## src/rtl/spi_queue_pkg.sv

```systemverilog
package spi_queue_pkg;
  // Word indices (byte address >> 2) of the register map
  localparam int WI_DIV    = 'h80;
  localparam int WI_QSTART = 'h84;
  localparam int WI_QEND   = 'h85;
  localparam int WI_CTL    = 'h86;
  localparam int WI_STAT   = 'h88;
  localparam int WI_CUR    = 'h89;
  localparam int WI_TX     = 'h90;
  localparam int WI_RX     = 'hB0;
  localparam int WI_CMD    = 'hD0;
  localparam int WI_LOCK   = 'hE0;
  localparam int SLOT_MAX  = 32;

  // Bit positions
  localparam int CTL_RUN  = 6;
  localparam int CTL_HOLD = 7;
  localparam int CMD_DLY  = 4;
  localparam int CMD_CONT = 7;

  // Control-to-datapath strobes
  typedef struct packed {
    logic loadEntry;
    logic riseEdge;
    logic fallEdge;
    logic storeRx;
    logic releaseCs;
    logic finish;
  } strobe_t;
endpackage

```

## src/rtl/spi_queue_dp.sv

```systemverilog
module spi_queue_dp
  import spi_queue_pkg::*;
#(
  parameter int ENTRIES = 16,
  parameter int DIV_W = 8,
  parameter int PTR_W = 4,
  parameter int DIV_RESET = 2
) (
  input  logic             clk,
  input  logic             rstN,
  input  logic             busWrEn,
  input  logic [9:0]       busAddr,
  input  logic [31:0]      busWrData,
  output logic [31:0]      busRdData,
  input  strobe_t          stb,
  input  logic [PTR_W-1:0] curPtr,
  input  logic             miso,
  output logic             sck,
  output logic             mosi,
  output logic [3:0]       csN,
  output logic             lockOut,
  output logic             runBit,
  output logic             doneFlag,
  output logic [PTR_W-1:0] qStart,
  output logic [PTR_W-1:0] qEnd,
  output logic [7:0]       curCmd,
  output logic [DIV_W-1:0] divVal
);
  logic [7:0] txRam [ENTRIES];
  logic [7:0] rxRam [ENTRIES];
  logic [7:0] cmdRam [ENTRIES];
  logic [7:0] txSh, rxSh;
  logic [3:0] csReg;
  logic holdAfter, lockReg, wrOk;
  logic inTx, inRx, inCmd;
  int wIdx, txSlot, rxSlot, cmdSlot;
  logic [PTR_W-1:0] txEnt, rxEnt, cmdEnt;

  // Address decode: entry i owns even transmit slot 2i and odd receive slot 2i+1
  always_comb begin
    wIdx    = int'(busAddr[9:2]);
    txSlot  = wIdx - WI_TX;
    rxSlot  = wIdx - WI_RX;
    cmdSlot = wIdx - WI_CMD;
    inTx  = (wIdx >= WI_TX) && (txSlot < SLOT_MAX) && !txSlot[0] && ((txSlot >> 1) < ENTRIES);
    inRx  = (wIdx >= WI_RX) && (rxSlot < SLOT_MAX) && rxSlot[0] && ((rxSlot >> 1) < ENTRIES);
    inCmd = (wIdx >= WI_CMD) && (cmdSlot < ENTRIES) && (cmdSlot < SLOT_MAX / 2);
    txEnt  = PTR_W'(txSlot >> 1);
    rxEnt  = PTR_W'(rxSlot >> 1);
    cmdEnt = PTR_W'(cmdSlot);
    wrOk   = busWrEn && !runBit;
  end

  always_ff @(posedge clk or negedge rstN) begin
    if (!rstN) begin
      divVal <= DIV_W'(DIV_RESET);
      qStart <= '0;
      qEnd <= '0;
      runBit <= 1'b0;
      holdAfter <= 1'b0;
      doneFlag <= 1'b0;
      lockReg <= 1'b0;
      csReg <= 4'hF;
      sck <= 1'b0;
      txSh <= '0;
      rxSh <= '0;
      for (int i = 0; i < ENTRIES; i++) begin
        txRam[i] <= '0;
        rxRam[i] <= '0;
        cmdRam[i] <= '0;
      end
    end else begin
      if (wrOk) begin
        if (wIdx == WI_DIV) divVal <= busWrData[DIV_W-1:0];
        if (wIdx == WI_QSTART) qStart <= busWrData[PTR_W-1:0];
        if (wIdx == WI_QEND) qEnd <= busWrData[PTR_W-1:0];
        if (wIdx == WI_CTL) begin
          runBit <= busWrData[CTL_RUN];
          holdAfter <= busWrData[CTL_HOLD];
        end
        if (inTx) txRam[txEnt] <= busWrData[7:0];
        if (inCmd) cmdRam[cmdEnt] <= busWrData[7:0];
      end
      if (busWrEn && wIdx == WI_STAT && !busWrData[0]) doneFlag <= 1'b0;
      if (busWrEn && wIdx == WI_LOCK) begin
        lockReg <= busWrData[0];
        if (!busWrData[0] && !runBit) csReg <= 4'hF;
      end
      if (stb.loadEntry) begin
        txSh <= txRam[curPtr];
        csReg <= cmdRam[curPtr][3:0];
      end
      if (stb.riseEdge) begin
        sck <= 1'b1;
        rxSh <= {rxSh[6:0], miso};
      end
      if (stb.fallEdge) begin
        sck <= 1'b0;
        txSh <= {txSh[6:0], 1'b0};
      end
      if (stb.storeRx) rxRam[curPtr] <= rxSh;
      if (stb.releaseCs) csReg <= 4'hF;
      if (stb.finish) begin
        runBit <= 1'b0;
        doneFlag <= 1'b1;
        if (!(holdAfter || lockReg)) csReg <= 4'hF;
      end
    end
  end

  assign mosi = txSh[7];
  assign csN = csReg;
  assign lockOut = lockReg;
  assign curCmd = cmdRam[curPtr];

  always_comb begin
    busRdData = '0;
    if (wIdx == WI_DIV) busRdData = 32'(divVal);
    else if (wIdx == WI_QSTART) busRdData = 32'(qStart);
    else if (wIdx == WI_QEND) busRdData = 32'(qEnd);
    else if (wIdx == WI_CTL) busRdData = {24'd0, holdAfter, runBit, 6'd0};
    else if (wIdx == WI_STAT) busRdData = {31'd0, doneFlag};
    else if (wIdx == WI_CUR) busRdData = 32'(curPtr);
    else if (wIdx == WI_LOCK) busRdData = {31'd0, lockReg};
    else if (inTx) busRdData = {24'd0, txRam[txEnt]};
    else if (inRx) busRdData = {24'd0, rxRam[rxEnt]};
    else if (inCmd) busRdData = {24'd0, cmdRam[cmdEnt]};
  end
endmodule

```

## src/rtl/spi_queue_ctrl.sv

```systemverilog
module spi_queue_ctrl
  import spi_queue_pkg::*;
#(
  parameter int DIV_W = 8,
  parameter int PTR_W = 4,
  parameter int DLY_HALVES = 4
) (
  input  logic             clk,
  input  logic             rstN,
  input  logic             runBit,
  input  logic [PTR_W-1:0] qStart,
  input  logic [PTR_W-1:0] qEnd,
  input  logic [7:0]       curCmd,
  input  logic [DIV_W-1:0] divVal,
  output strobe_t          stb,
  output logic [PTR_W-1:0] curPtr
);
  localparam int LEAD_W = $clog2(DLY_HALVES + 2);

  typedef enum logic [2:0] {S_IDLE, S_LOAD, S_LEAD, S_HIGH, S_LOW, S_GAP} state_t;
  state_t state;
  logic [DIV_W-1:0] cnt, divM1;
  logic [LEAD_W-1:0] lead;
  logic [2:0] bitCnt;
  logic tick, lastBit, lastEntry;

  assign divM1 = (divVal == '0) ? '0 : divVal - 1'b1;
  assign tick = (cnt == '0);
  assign lastBit = (bitCnt == 3'd7);
  assign lastEntry = (curPtr == qEnd);

  always_comb begin
    stb = '0;
    case (state)
      S_LOAD: stb.loadEntry = 1'b1;
      S_LEAD: stb.riseEdge = tick && (lead == '0);
      S_LOW:  stb.riseEdge = tick;
      S_HIGH: if (tick) begin
        stb.fallEdge = 1'b1;
        if (lastBit) begin
          stb.storeRx = 1'b1;
          stb.finish = lastEntry;
          stb.releaseCs = !lastEntry && !curCmd[CMD_CONT];
        end
      end
      default: ;
    endcase
  end

  always_ff @(posedge clk or negedge rstN) begin
    if (!rstN) begin
      state <= S_IDLE;
      curPtr <= '0;
      cnt <= '0;
      lead <= '0;
      bitCnt <= '0;
    end else begin
      if (state != S_IDLE && state != S_LOAD) cnt <= tick ? divM1 : cnt - 1'b1;
      case (state)
        S_IDLE: if (runBit) begin
          curPtr <= qStart;
          state <= S_LOAD;
        end
        S_LOAD: begin
          cnt <= divM1;
          lead <= curCmd[CMD_DLY] ? LEAD_W'(DLY_HALVES) : '0;
          state <= S_LEAD;
        end
        S_LEAD: if (tick) begin
          if (lead == '0) begin
            bitCnt <= '0;
            state <= S_HIGH;
          end else lead <= lead - 1'b1;
        end
        S_LOW: if (tick) state <= S_HIGH;
        S_HIGH: if (tick) begin
          if (!lastBit) begin
            bitCnt <= bitCnt + 1'b1;
            state <= S_LOW;
          end else if (lastEntry) state <= S_IDLE;
          else if (curCmd[CMD_CONT]) begin
            curPtr <= curPtr + 1'b1;
            state <= S_LOAD;
          end else state <= S_GAP;
        end
        S_GAP: if (tick) begin
          curPtr <= curPtr + 1'b1;
          state <= S_LOAD;
        end
        default: state <= S_IDLE;
      endcase
    end
  end
endmodule

```

## src/rtl/spi_queue_master.sv

```systemverilog
module spi_queue_master
  import spi_queue_pkg::*;
#(
  parameter int ENTRIES = 16,
  parameter int DIV_W = 8,
  parameter int DIV_RESET = 2,
  parameter int DLY_HALVES = 4
) (
  input  logic        clk,
  input  logic        rstN,
  input  logic        busWrEn,
  input  logic [9:0]  busAddr,
  input  logic [31:0] busWrData,
  output logic [31:0] busRdData,
  output logic        sck,
  output logic        mosi,
  input  logic        miso,
  output logic [3:0]  csN,
  output logic        lockOut
);
  localparam int PTR_W = $clog2(ENTRIES);

  strobe_t stb;
  logic [PTR_W-1:0] curPtr, qStart, qEnd;
  logic [7:0] curCmd;
  logic [DIV_W-1:0] divVal;
  logic runBit, doneFlag;

  spi_queue_dp #(.ENTRIES(ENTRIES), .DIV_W(DIV_W), .PTR_W(PTR_W), .DIV_RESET(DIV_RESET)) u_dp (
    .clk(clk), .rstN(rstN), .busWrEn(busWrEn), .busAddr(busAddr), .busWrData(busWrData),
    .busRdData(busRdData), .stb(stb), .curPtr(curPtr), .miso(miso), .sck(sck), .mosi(mosi),
    .csN(csN), .lockOut(lockOut), .runBit(runBit), .doneFlag(doneFlag), .qStart(qStart),
    .qEnd(qEnd), .curCmd(curCmd), .divVal(divVal)
  );

  spi_queue_ctrl #(.DIV_W(DIV_W), .PTR_W(PTR_W), .DLY_HALVES(DLY_HALVES)) u_ctrl (
    .clk(clk), .rstN(rstN), .runBit(runBit), .qStart(qStart), .qEnd(qEnd),
    .curCmd(curCmd), .divVal(divVal), .stb(stb), .curPtr(curPtr)
  );
endmodule

```

## config.mk

```make
export PLATFORM = sky130hd
export DESIGN_NAME = spi_queue_master
export DESIGN_NICKNAME = d
export VERILOG_FILES = /design/src/rtl/spi_queue_pkg.sv /design/src/rtl/spi_queue_dp.sv /design/src/rtl/spi_queue_ctrl.sv /design/src/rtl/spi_queue_master.sv
export SDC_FILE = /design/constraint.sdc
export NUM_CORES = 1
export LEC_CHECK = 0
export CAP_MARGIN = 15
export CORE_UTILIZATION = 41
export CTS_CLUSTER_SIZE = 12
export DETAILED_ROUTE_END_ITERATION = 10
export HOLD_SLACK_MARGIN = 0.02
export RECOVER_POWER = 25
export SETUP_SLACK_MARGIN = 0.02
export SLEW_MARGIN = 40
export SYNTH_ARGS = -nofsm -noshare
export SYNTH_HDL_FRONTEND = slang
export SYNTH_SLANG_ARGS = --single-unit
```

## constraint.sdc

```tcl
create_clock -name clk -period 3.5 [get_ports clk]
set_input_delay 0.7 -clock clk [delete_from_list [all_inputs] [get_ports clk]]
set_output_delay 0.7 -clock clk [all_outputs]
set_load 0.01 [all_outputs]
```

Word-level counts from Yosys, hierarchy flattened. Index checks and enable logic that the tools add are counted.

Output and inout bits: 39. Register bits: 446.

Reductions and logical operators: 50. $add $sub $neg: 8. Eq/ne operators: 26. Order comparisons: 15. Muxes and demuxes: 84. Bitwise operators: 4.

Operators with widths (count): $bwmux 128 (3); $mux 32 (9); $bmux 8 s4 (5); $mux 8 (20); $demux 8 s4 (3); $lt 32x7->1 const B (2); $lt 31x5->1 const B (2); $mux 4 (14); $mux 3 (17); $eq 8x8->1 const B (6); $lt 32x6->1 const B (1); $sub 8x8->9 const B (3); $ge 8x8->1 const B (3); $ge 5x5->1 const B (4); $not 4->5 (4); $logic_and 1x1->1 (19); $pmux 3 s6 (1); $logic_not 8->1 (2); $reduce_bool 2->1 (8); $sub 8x1->8 const B (2); $lt 5x1->1 const B (3); $ne 2x1->1 const B (7); $reduce_and 2->1 (7); $pmux 3 s2 (2); 21 further kinds (40).

Logic depth before layout (Yosys ltp).
Depth after elaboration: 15. Depth in mapped cells: 11.

Cells and area by module. Synthesis repeated with hierarchy kept, for this count alone.

Cells, all modules: 1672. Area total of the unflattened synthesis: 23749.0 sq um.

By module, submodules not included: spi_queue_dp (times used 1, area an instance 22111.2 sq um, seq. area each 10641.5 sq um, cells each 1478); spi_queue_ctrl (times used 1, area an instance 1637.8 sq um, seq. area each 525.5 sq um, cells each 194).

Least setup slack after synthesis. Ideal clock, no wire load.

Path kind: in2out. Start point: input port busAddr[6]. End point: output port busRdData[1]. Arrival: 2.937 ns. Cell stages on the path: 8. Path slack: -0.137 ns. Required time: 2.800 ns. Buffers on the path: 2. Cell sequence: buf_2 -> buf_1 -> inv_1 -> ha_1 -> a211o_1 -> nor3b_1 -> a211oi_1 -> o21ai_0.

Cells in the longest elaborated chain, start to end: 14.

RTL lines: from (decl) (line spi_queue_master.sv:12) `input logic [9:0] busAddr,`; $sub 8x8->9 (on tied branches) (line spi_queue_dp.sv:44, spi_queue_dp.sv:43); $lt 32x6->1, or another cell as far along (line spi_queue_dp.sv:47) `inCmd = (wIdx >= WI_CMD) && (cmdSlot < ENTRIES) && (cmdSlot < SLOT_MAX / 2);`; $logic_and 1x1->1, or another cell as far along (2 in series) (line spi_queue_dp.sv:47); $mux 8, or another cell as far along (line spi_queue_dp.sv:127) `else if (inCmd) busRdData = {24'd0, cmdRam[cmdEnt]};`; $mux 32 (line spi_queue_dp.sv:126) `else if (inRx) busRdData = {24'd0, rxRam[rxEnt]};`; $mux 32 (line spi_queue_dp.sv:125) `else if (inTx) busRdData = {24'd0, txRam[txEnt]};`; $mux 32 (line spi_queue_dp.sv:124) `else if (wIdx == WI_LOCK) busRdData = {31'd0, lockReg};`; $mux 32 (line spi_queue_dp.sv:123) `else if (wIdx == WI_CUR) busRdData = 32'(curPtr);`; $mux 32 (line spi_queue_dp.sv:122) `else if (wIdx == WI_STAT) busRdData = {31'd0, doneFlag};`; $mux 32 (line spi_queue_dp.sv:121) `else if (wIdx == WI_CTL) busRdData = {24'd0, holdAfter, runBit, 6'd0};`; $mux 32 (line spi_queue_dp.sv:120) `else if (wIdx == WI_QEND) busRdData = 32'(qEnd);`; $mux 32 (line spi_queue_dp.sv:119) `else if (wIdx == WI_QSTART) busRdData = 32'(qStart);`; $mux 32 (*) (line spi_queue_dp.sv:118) `if (wIdx == WI_DIV) busRdData = 32'(divVal);`; to (decl) (line spi_queue_master.sv:14) `output logic [31:0] busRdData,`.

Every way passes the cells marked *; elsewhere a longest branch is shown, timed or not. The select of a mux whose other input is x is not followed.

Worst setup path after layout.
Start point: input port busAddr[3]. End point: output port busRdData[3].

Cells in the longest elaborated chain, start to end: 15.

RTL lines (line): parallel branches: the longest is 14 deep, another holds $lt 32x6->1; $mux 32 (*) (spi_queue_dp.sv:118).

Every way passes the cells marked *. The select of a mux whose other input is x is not followed.

==> flow_metrics.env <==
export IMPL_synth_edf_count=0
export IMPL_clock_sinks=446
export IMPL_p_sw_share_pct=28.8
export IMPL_startpoint_type="primary input"
export IMPL_cts_tree="yes"
export IMPL_dp_hpwl_um=44900
export IMPL_areaGrowthSynthToFinish_pct=19.0
export IMPL_first_iter_violations=1039
export IMPL_fin_util_pct=49.6
export IMPL_final_antenna_net_count=0
export IMPL_synth_cells=1660
export IMPL_grt_overflow=0
export IMPL_clkLatencyLatePin_ns=0.60
export IMPL_drt_first_pass_iters=5
export IMPL_postPlaceCellArea_mm2=0.0261
export IMPL_fin_crit_ns=3.47
export IMPL_drt_wl_total_um=65800
export IMPL_synthArstFlopShare_pct=100
export IMPL_final_hold_viol_count=0
export IMPL_post_route_period_util_pct=99.3
export IMPL_die_area_mm2=0.0587
export IMPL_cts_root_buffer="clkbuf_16"
export IMPL_routabilityCongestion=0.928
export IMPL_skew_ns=0.0164
export IMPL_core_mm2=0.0567
export IMPL_grt_usage_pct=22.9
export IMPL_row_count=87
export IMPL_share_seq_of_total_power_pct=44.0
export IMPL_drcViolationCount=0
export IMPL_power_switching_mw=3.80
export IMPL_synth_warnings=0
export IMPL_grt_pass1_wl_um=103000
export IMPL_clock_path_buffers=3
export IMPL_p_clk_share_pct=37.4
export IMPL_worst_pin_slew_ns=2.48
export IMPL_setup_violations=0
export IMPL_rsz0062_at_grt="true"
export IMPL_dp_slack_ns=-0.905
export IMPL_ys_ff_latch=446
export IMPL_end_kind="primary output"
export IMPL_n_antenna_cell=0
export IMPL_slew_headroom_pct=-65.0
export IMPL_final_net_count=1874
export IMPL_critical_path_class="primary input to primary output"
export IMPL_num_vias=15500
export IMPL_io_pins=85
export IMPL_synth_area_per_cell_um2=14.3
export IMPL_layout_common_cells="439 x dfrtp_1, 384 x mux2_2, 167 x mux4_2"
export IMPL_fin_total_pwr_mw=13.2
export IMPL_die_w_um=242
export IMPL_crit_arrival_ns=2.77
export IMPL_finalInstanceArea_mm2=0.0281
export IMPL_ys_types=75
export IMPL_ys_seq_area_share_pct=47.2
export IMPL_routedWlPerCell_um=25.2
export IMPL_port_buffers=34
export IMPL_status="finished, violations left"
export IMPL_p_leak_nw=12.8
export IMPL_grt_max_degree=92
export IMPL_setup_ws_ns=0.0262
export IMPL_maxCapViolCount=1
export IMPL_start_util_pct=41.7
export IMPL_internal_power_mw=9.41
export IMPL_synth_area_mm2=0.0237
export IMPL_path_max_fanout=7
export IMPL_peakVddDrop_mv=0.374
export IMPL_drv_slew=30
export IMPL_path_clk_slew_ns=0.06
export IMPL_pwr_share_comb_pct=18.6
export IMPL_max_clock_freq_mhz=288
export IMPL_grt_pass1_vias=16300
export IMPL_rrSetupSlack_ns=0.27
export IMPL_drive_gt1_share_pct=53.0
export IMPL_fin_tns_setup_ns=0
export IMPL_violations="capacitance limit, slew limit"
export IMPL_crit_required_ns=2.80
export IMPL_grt_antenna_before_repair=0
export IMPL_p_per_area_mw_per_mm2=469
export IMPL_vias_per_cell=5.94
export IMPL_hold_class="flip-flop to flip-flop"
export IMPL_cts_buffers=49
export IMPL_final_common_cell="dfrtp_1"
export IMPL_ys_flop_type="dfrtp_1"
export IMPL_die_y_um=242
export IMPL_h_tree_depth=2
export IMPL_fill_cells=4835
Yosys cell counts, drive strengths merged (3+ instances only):
cell / count / area, um2
mux4: 167 / 3760
buf: 93 / 533
nor2: 44 / 195
a21oi: 23 / 115
a21o: 3 / 22.5
nor4: 15 / 190
o22ai: 15 / 93.8
nand2: 72 / 273
clkbuf: 63 / 236
or3: 3 / 18.8
and2: 5 / 31.3
dfstp: 5 / 131
inv: 13 / 48.8
o21ai: 36 / 180
nand3b: 4 / 30.0
or2: 4 / 25.0
nor3: 18 / 151
a32oi: 7 / 61.3
mux2: 416 / 4800
nor2b: 11 / 68.8
a31oi: 6 / 37.5
xnor2: 8 / 70.1
nand2b: 14 / 87.6
mux2i: 5 / 50.1
ha: 16 / 200
and4: 9 / 78.8
nand4: 14 / 150
dfrtp: 441 / 11000
nand3: 22 / 110
nand4b: 4 / 35.0
a22oi: 41 / 308
or4: 6 / 48.8
nor3b: 5 / 37.5
a22o: 4 / 35.0
a211oi: 7 / 52.6
o221ai: 3 / 26.3
sequential cells by signal, summed over array words and instances (netlist names), 4 cells and up:
name           count
u_ctrl.cnt         8
u_ctrl.curPtr      4
u_dp.cmdRam      128
u_dp.csN           4
u_dp.divVal        8
u_dp.qEnd          4
u_dp.qStart        4
u_dp.rxRam       128
u_dp.rxSh          8
u_dp.txRam       128
u_dp.txSh          8
kinds of logic after synthesis:
group | after synthesis | share of synthesized area (%)
muxes | 588 | 36.4
DFF | 446 | 47.2
and+or+nand+nor | 256 | 6.69
AOI/OAI and AO/OA | 175 | 5.05
buffers and inverters | 170 | 3.48
adders and majority gates | 16 | 0.846
xor gates and xnor gates | 8 | 0.296
other | 1 | 0.0159
final cells by class:
class | instances | area, um2 | share of cell area, %
multi-input combinational | 1067 | 12100 | 42.9
sequential | 446 | 11200 | 39.7
clock buffer | 74 | 1380 | 4.90
clock inverter | 16 | 134 | 0.476
timing repair buffer | 234 | 2390 | 8.49
inverter | 14 | 52.6 | 0.187
tap | 756 | 946 | 3.36
power by group through the flow:
stage,combinational [mW],clock (mW),sequential [mW]
after floorplan,1.62,0,5.75
after global placement,2.35,0,5.88
after detailed placement,2.40,0,5.89
after CTS,2.45,5.08,5.80
after global routing,2.67,5.28,5.86
final,2.45,4.94,5.81
metal layers:
layer  vias to the layer above  track usage, %  share of wire [%]
met1                      8335            32.4                 45
met3                       116            3.42                4.7
li1                       6623               -                  -
met4                         0            6.70                2.8
met2                       402            36.5                 47
met5                         -               0                  0
final timing paths:
| kind | startpoint | to | depth (start not counted) |
|---|---|---|---|
| min | u_ctrl.bitCnt[1] | u_ctrl.bitCnt[1] | 2 |
| max | busAddr[3] | busRdData[3] | 10 |
| min in group asynchronous | rstN | u_dp.rxRam[30] | 2 |
| max reg2reg | u_ctrl.cnt[0] | u_dp.rxRam[36] | 7 |
| max in group asynchronous | rstN | u_dp.txRam[19] | 3 |
| min reg2reg | u_ctrl.bitCnt[1] | u_ctrl.bitCnt[1] | 2 |
worst max-delay path, cell delays in order:
cell	delay [ns]
buf_12	0.11
buf_12	0.15
buf_4	0.12
mux4_2	0.53
a22oi_2	0.31
a21oi_2	0.13
a211oi_2	0.21
o21ai_1	0.11
buf_4	0.16
clkdlybuf4s15_2	0.22
per-stage QoR:
stage | cells | hold slack [ns]
final | 2607 | 0.481
after global routing | 2607 | 0.517
after CTS | 2605 | 0.181
after detailed placement | 2499 | 0.478
after global placement | 2499 | 0.472
after floorplan | 1683 | 0.404
repair_timing:
item	in CTS	in global routing
hold buffers	0	1
gates cloned	2	0
setup endpoints to repair	8	8
hold endpoints to repair	0	27
setup buffers	15	1
pin swaps	30	22
resized for setup	99	26
Note: power is estimated with default switching activity, not from simulation.
